$ cat src/rtl/ring_irq_credit_pkg.sv
package ring_irq_credit_pkg;
  localparam int CNT_W = 32;

  // Strobes from control to the credit datapath
  typedef struct packed {
    logic countUp;
    logic countDown;
  } credStrobe_t;
endpackage

$ cat src/rtl/ring_irq_credit_dp.sv
module ring_irq_credit_dp
  import ring_irq_credit_pkg::*;
#(
  parameter int W = CNT_W
) (
  input  logic         clk,
  input  logic         rstN,
  input  credStrobe_t  strb,
  input  logic [W-1:0] retVal,
  output logic         nextZero,
  output logic [W-1:0] count
);
  localparam int SW = W + 1;
  localparam logic [SW-1:0] MAX_CNT = {1'b0, {W{1'b1}}};

  logic [SW-1:0] sumUp;
  logic [SW-1:0] retExt;
  logic [SW-1:0] diff;
  logic [W-1:0]  countNext;

  always_comb begin
    sumUp  = {1'b0, count} + {{W{1'b0}}, strb.countUp};
    retExt = strb.countDown ? {1'b0, retVal} : '0;
    if (sumUp <= retExt) diff = '0;
    else                 diff = sumUp - retExt;
    // clamp at the top instead of wrapping
    if (diff > MAX_CNT) countNext = {W{1'b1}};
    else                countNext = diff[W-1:0];
    nextZero = (countNext == '0);
  end

  always_ff @(posedge clk) begin
    if (!rstN) count <= '0;
    else       count <= countNext;
  end

  assert_increment_R2: assert property (@(posedge clk) disable iff (!rstN)
    ($past(rstN) && $past(strb.countUp) && !$past(strb.countDown) && ($past(count) != {W{1'b1}}))
      |-> (count == $past(count) + 1'b1));

  assert_subtract_R5: assert property (@(posedge clk) disable iff (!rstN)
    ($past(rstN) && !$past(strb.countUp) && $past(strb.countDown) && ($past(retVal) <= $past(count)))
      |-> (count == $past(count) - $past(retVal)));

  assert_floor_zero_R6: assert property (@(posedge clk) disable iff (!rstN)
    ($past(rstN) && $past(strb.countDown) && !$past(strb.countUp) && ($past(retVal) > $past(count)))
      |-> (count == '0));
endmodule

$ cat src/rtl/ring_irq_credit_ctrl.sv
module ring_irq_credit_ctrl
  import ring_irq_credit_pkg::*;
(
  input  logic        clk,
  input  logic        rstN,
  input  logic        cmplPulse,
  input  logic        creditWrEn,
  input  logic        nextZero,
  output credStrobe_t strb,
  output logic        irqPulse,
  output logic        autoMasked
);
  logic fireNext;
  logic maskNext;

  always_comb begin
    strb.countUp   = cmplPulse;
    strb.countDown = creditWrEn;
    fireNext = 1'b0;
    maskNext = autoMasked;
    if (creditWrEn) begin
      if (nextZero) begin
        maskNext = 1'b0;
      end else begin
        fireNext = 1'b1;
        maskNext = 1'b1;
      end
    end else if (cmplPulse && !autoMasked) begin
      fireNext = 1'b1;
      maskNext = 1'b1;
    end
  end

  always_ff @(posedge clk) begin
    if (!rstN) begin
      irqPulse   <= 1'b0;
      autoMasked <= 1'b0;
    end else begin
      irqPulse   <= fireNext;
      autoMasked <= maskNext;
    end
  end

  assert_first_fire_R3: assert property (@(posedge clk) disable iff (!rstN)
    ($past(rstN) && $past(cmplPulse) && !$past(creditWrEn) && !$past(autoMasked))
      |-> (irqPulse && autoMasked));

  assert_masked_quiet_R4: assert property (@(posedge clk) disable iff (!rstN)
    ($past(rstN) && $past(autoMasked) && !$past(creditWrEn)) |-> !irqPulse);

  assert_fire_masks_R8: assert property (@(posedge clk) disable iff (!rstN)
    irqPulse |-> autoMasked);

  assert_pulse_single_R10: assert property (@(posedge clk) disable iff (!rstN)
    (irqPulse && !cmplPulse && !creditWrEn) |=> !irqPulse);
endmodule

$ cat src/rtl/ring_irq_credit.sv
module ring_irq_credit
  import ring_irq_credit_pkg::*;
(
  input  logic             clk,
  input  logic             rstN,
  input  logic             cmplPulse,
  input  logic             creditWrEn,
  input  logic [CNT_W-1:0] creditWrVal,
  output logic             irqPulse,
  output logic [CNT_W-1:0] creditCount,
  output logic             autoMasked
);
  credStrobe_t strb;
  logic        nextZero;

  ring_irq_credit_ctrl uCtrl (
    .clk        (clk),
    .rstN       (rstN),
    .cmplPulse  (cmplPulse),
    .creditWrEn (creditWrEn),
    .nextZero   (nextZero),
    .strb       (strb),
    .irqPulse   (irqPulse),
    .autoMasked (autoMasked)
  );

  ring_irq_credit_dp #(.W(CNT_W)) uDp (
    .clk      (clk),
    .rstN     (rstN),
    .strb     (strb),
    .retVal   (creditWrVal),
    .nextZero (nextZero),
    .count    (creditCount)
  );

  assert_empty_unmask_R7: assert property (@(posedge clk) disable iff (!rstN)
    ($past(rstN) && $past(creditWrEn) && (creditCount == '0)) |-> (!irqPulse && !autoMasked));
endmodule

$ cat config.mk
export PLATFORM = sky130hd
export DESIGN_NAME = ring_irq_credit
export DESIGN_NICKNAME = d
export VERILOG_FILES = /design/src/rtl/ring_irq_credit_pkg.sv /design/src/rtl/ring_irq_credit_dp.sv /design/src/rtl/ring_irq_credit_ctrl.sv /design/src/rtl/ring_irq_credit.sv
export SDC_FILE = /design/constraint.sdc
export NUM_CORES = 1
export LEC_CHECK = 0
export BUFFER_PORTS_ARGS = -buffer_cell sky130_fd_sc_hd__buf_2
export CAP_MARGIN = 25
export CELL_PAD_IN_SITES_DETAIL_PLACEMENT = 0
export CELL_PAD_IN_SITES_GLOBAL_PLACEMENT = 1
export CORE_AREA = 2 2 77 135
export DETAILED_ROUTE_END_ITERATION = 16
export DIE_AREA = 0 0 79 137
export HOLD_SLACK_MARGIN = 0.1
export PLACE_DENSITY = 0.85
export SYNTH_ARGS = -nofsm -noshare
export SYNTH_HDL_FRONTEND = slang
export SYNTH_SLANG_ARGS = --single-unit
$ cat constraint.sdc
create_clock -name clk -period 10.45 [get_ports clk]
set_clock_uncertainty 0.1 [all_clocks]
set_input_delay 0.5225 -clock clk [delete_from_list [all_inputs] [get_ports clk]]
set_output_delay 0.5225 -clock clk [all_outputs]
set_load 0.02 [all_outputs]
Word level (Yosys, flattened, before mapping) --
Cells that the tools add are included.
Word-level totals: flip-flop bits (word level) 34, bits in latches 0, bits in writable memories 0, memory bits (read-only) 0, input port bits 36, logic and storage cells 19, memories 0
Cells by class: $add $sub $neg 2, multiply operators 0, divide/modulo/power cells 0, magnitude comparators 2, equality and inequality tests 0, shift-type cells 0, muxes and demuxes 8, bitwise operators 0, reductions and logical operators 4
Operators by type and width (count):
- $mux 32 | 2
- $add 32x1->33 | 1
- $gt 33x32->1 const B | 1
- $le 33x33->1 | 1
- $mux 33 | 1
- $sub 33x33->33 | 1
- $logic_not 32->1 | 1
- $mux 1 | 5
- $reduce_bool 2->1 | 1
- $logic_and 1x1->1 | 1
- $logic_not 1->1 | 1

Longest topological paths before layout --
depth after elaboration 8, gate-level depth with buffers 19, depth with buffers taken out 18

Cells and area by module --
From an unflattened synthesis, not the netlist that was laid out.
Unflattened totals: cell total of the unflattened synthesis 508, area, all modules 3809.9 um^2
By module, submodules not included:
- ring_irq_credit_dp | instances 1, cells an instance 499, area an instance 3719.8 um^2
- ring_irq_credit_ctrl | instances 1, cells an instance 9, area an instance 90.1 um^2

Worst setup path before layout --
No wires, ideal clock.
kind register -> register, start register uDp.count[2], end register uCtrl.autoMasked, setup time 124 ps, data arrival time 3918 ps, slack 6308 ps, cell stages (with the launch flop) 18, cell sequence dfxtp_1 and4_1 and3_1 and4_1 clkbuf_1 nand3_1 xnor2_1 ha_1 buf_6 a21oi_2 nand2_1 a221oi_2 a21oi_2 or3_4 a2111oi_4 nand4_1 nor4b_1 nor2_1
On the way: longest elaborated chain between the ends 8
RTL lines:
- start, declared | RTL line ring_irq_credit_dp.sv:11 | output logic [W-1:0] count
- start signal, assigned | RTL line ring_irq_credit_dp.sv:34 | else count <= countNext;
- $add 32x1->33 (*) | RTL line ring_irq_credit_dp.sv:22 | sumUp = {1'b0, count} + {{W{1'b0}}, strb.countUp};
- $sub 33x33->33 or $le 33x33->1 (tied branches) | RTL line ring_irq_credit_dp.sv:25, ring_irq_credit_dp.sv:24
- $mux 33 (*) | RTL line ring_irq_credit_dp.sv:24 | if (sumUp <= retExt) diff = '0;
- $gt 33x32->1 | RTL line ring_irq_credit_dp.sv:27 | if (diff > MAX_CNT) countNext = {W{1'b1}};
- $mux 32 (*) | RTL line ring_irq_credit_dp.sv:27
- $logic_not 32->1 (*) | RTL line ring_irq_credit_dp.sv:29 | nextZero = (countNext == '0);
- $mux 1 (*) | RTL line ring_irq_credit_ctrl.sv:22 | if (nextZero) begin
- $mux 1 (*) | RTL line ring_irq_credit_ctrl.sv:21 | if (creditWrEn) begin
- end signal, assigned | RTL line ring_irq_credit_ctrl.sv:40 | autoMasked <= maskNext;
- end, declared | RTL line ring_irq_credit_ctrl.sv:11 | output logic autoMasked
Mark *: on every way between the ends. The rest lies on a longest branch, timed or not. A chain may end at the register's enable or synchronous reset.

Worst setup path after layout --
start input cmplPulse, end register uDp.count[14]
On the way: longest elaborated chain between the ends 5
RTL lines:
- start, declared | RTL line ring_irq_credit.sv:6 | input logic cmplPulse,
- $add 32x1->33 (*) | RTL line ring_irq_credit_dp.sv:22
- $sub 33x33->33 or $le 33x33->1 (tied branches) | RTL line ring_irq_credit_dp.sv:25, ring_irq_credit_dp.sv:24
- $mux 33 (*) | RTL line ring_irq_credit_dp.sv:24
- $gt 33x32->1 | RTL line ring_irq_credit_dp.sv:27
- $mux 32 (*) | RTL line ring_irq_credit_dp.sv:27
Marks and branches as above.

==> impl_results.md <==
* Outcome: completed
* Final Max Slew Viols at 0
* Hold Startpoint: rstN
* CP required at approximately 11 ns
* RePlAce Congestion at between 0.9 and 1
* CTS hold repair buffers at 0
* Number of fill cells at 1026
* Initial core utilization at between 40% and 50%
* Number of global-route vias before repair at approximately 4700
* Worst Setup Start Kind: input port
* # resized after CTS at 0
* Fin nets at just over 700
* Share of cells above drive strength 1 at 18.6%
* R2r worst-path depth at 16
* TritonCTS Buffers at 5
* Setup_tns at 0 ns
* Initial antenna violation count at 0
* Flops & latches, synth at 34
* Final hold violations at 0
* Vias at ~4800
* Post-CTS Setup Inserts at 0
* Hold depth at 3
* Synth area leaders: dfxtp_1 15%, ha_1 9.7%, nand2_1 7.9%, xnor2_1 5.8%, a21oi_1 5.2%
* CP endpoint kind: flop
* Wire per inst at between 15 and 20 um
* Routed WL at roughly 15000 um
* Syn Nets at roughly 670
* Static Leakage at between 2 and 2.5 nW
* Max stage delay cell, worst path: o311ai_4
* Worst-path cell chain: buf_2, ha_1, ha_1, and4_1, and2_0, nand3_1, xnor2_1, ha_1, a21oi_1, o21ai_0, a31o_2, inv_1, nand4_1, and3_1, o311ai_4, buf_4, nor2_1
* Synth async-reset ratio at 0%
* Root buffer selected by CTS: clkbuf_16
* Pwr dens at approximately 270 mW/mm2
* Synth area leader: dfxtp_1
* Worst-path fanout max at 20
* Cells after synthesis at 600
* Final core utilization at 50.8%
* # port buffers at a little under 70
* GRT overflow at 0
* Most frequent CP cell: ha_1
* Max cap viols at 0
* Antenna viol nets, final at 0
* Area of the core at approximately 0.01 mm2
* H-tree lvl count at 2
* First-pass GRT wire length at around 24000 um
* Worst slew margin at about 55%
* Pre-CTS WS at ~5.2 ns
* Ant. Diodes at 0
* Period minus WS final at approximately 5 ns
* Most common cell after layout, fill and taps aside: nand2_1
* RSZ-0062 raised after global routing: false
* Rows at 48
* Hold crit path type: input port to flop
* Peak VDD IR at about 0.12 mV
* Most frequent cells in the layout: 93 x nand2_1, 69 x buf_2, 55 x nor2_1
* CTS tree: yes
* Hold endpoint: uDp.count[29]
* Post-synth EDFFs at 0
* Die X at ~80 um
* Worst skew pair latency at between 0.2 and 0.3 ns
* Worst Max-Slew Pin Slew at approximately 0.67 ns
* Number of synthesis warnings at 0
* Avg Inst Size Synth at 7.34 um2
* Post-synth top flop: dfxtp_1
* Seq/Total Area, Yosys at approximately 15%
* Largest net degree at the start of global routing at 35
* IO Count at 70
* DR vias/cell at between 6 and 7
* CP max stage delay at about 0.57 ns
* Reg2Reg Launch Point: uDp.count[0]
* Post-synth top area share at between 15 and 20%
* Clock slew at reported path FFs at roughly 0.06 ns
* Vert. Die Dim at about 140 um
* Yosys cell types at a little over 80
* HPWL after DPL at approximately 12000 um
* Flop2flop setup slack at 5.46 ns
* Drt first-iter violations at ~310
* Final worst path period share at between 40 and 50%
* Clock Sinks at 34
* Layout area overhead at 12.1%
* Worst setup margin at approximately 5.4 ns
* GR Util All Layers at between 20 and 30%
* Critical path class: input port to flop
* Max Root-Sink Buffers at 2
* Worst r2r dst: uDp.count[14]
* Total Die Area at about 0.011 mm2
* Total iterations of the first detailed-routing run at 6
* Remaining DRCs at 0
* Final setup vio count at 0
* Fmax at 199 MHz
* Arrival time at the worst endpoint at about 5 ns
* Mapped Area at ~0.0044 mm2
==> worst max-delay path, delay by kind of cell <==
| kind | cells | cell delay, ns |
|---|---|---|
| compound gates | 4 | 1.30 |
| xor+xnor | 1 | 0.18 |
| fa+ha+maj | 3 | 0.93 |
| buf+inv | 3 | 0.60 |
| simple gates | 6 | 1.52 |
==> registers in the layout, summed over array words and instances (netlist names) <==
name,cells
uCtrl.autoMasked,1
uCtrl.irqPulse,1
uDp.count,32
==> Yosys cell counts, drive strengths merged (7+ instances only) <==
| library cell | count |
|---|---|
| a211oi | 11 |
| a21o | 9 |
| a21oi | 50 |
| and2 | 10 |
| and3 | 9 |
| buf | 7 |
| clkbuf | 16 |
| dfxtp | 34 |
| ha | 34 |
| inv | 15 |
| nand2 | 94 |
| nand2b | 7 |
| nand3 | 20 |
| nand4 | 22 |
| nor2 | 55 |
| nor3 | 15 |
| o211ai | 15 |
| o21a | 13 |
| o21ai | 29 |
| or3 | 7 |
| xnor2 | 31 |
| xor2 | 13 |
==> per-layer routing <==
layer  part of all wire (%)  track usage, %  up-vias
met1                     37            29.3     2243
met3                    3.5            2.04       64
li1                       -               -     2325
met5                      0               0        -
met4                    7.7            21.9        0
met2                     52            51.6      181
==> where the power goes <==
part           total, mW  switching, mW  internal, mW
Clock              0.168         0.0599         0.108
Sequential         0.203         0.0408         0.162
Combinational      0.949          0.604         0.345
==> layout make-up <==
cell class / count / area, um2 / area share [%]
Clock buffer: 8 / 166 / 3.37
Inverter: 16 / 60.1 / 1.22
Timing Repair Buffer: 72 / 373 / 7.55
Tap cell: 125 / 156 / 3.17
Sequential cell: 34 / 681 / 13.8
Multi-Input combinational cell: 527 / 3500 / 70.9
==> cell families (layout without fill, tap and decap cells) <==
kind of cell | Yosys count | in the layout | synth area share [%]
xor gates and xnor gates | 44 | 44 | 9.09
and+or+nand+nor | 268 | 268 | 30.2
AOI/OAI and AO/OA | 175 | 175 | 28.7
adders and majority gates | 35 | 35 | 10.1
muxes | 5 | 5 | 1.19
DFF | 34 | 34 | 15.5
buffers and inverters | 39 | 96 | 5.26
==> worst max path at each step <==
stage,depth (start not counted),slack (ns),start,end
finish,17,5.44,cmplPulse,uDp.count[14]
floorplan,17,6.31,uDp.count[2],uCtrl.autoMasked
detailed placement,18,5.25,cmplPulse,uDp.count[12]
global placement,16,4.98,cmplPulse,uDp.count[17]
CTS,17,5.52,cmplPulse,uCtrl.irqPulse
global route,16,5.13,uDp.count[2],uCtrl.irqPulse
==> through the flow <==
stage | total power [mW] | std cells | area [um2] | hold slack, ns
after floorplan | 0.905 | 600 | 4400 | 0.627
after global placement | 1.12 | 772 | 4750 | 0.667
after detailed placement | 1.13 | 773 | 4770 | 0.720
after CTS | 1.30 | 781 | 4930 | 0.553
after global routing | 1.41 | 782 | 4940 | 0.578
final | 1.32 | 782 | 4940 | 0.554
Note: power is estimated with default switching activity, not from simulation.
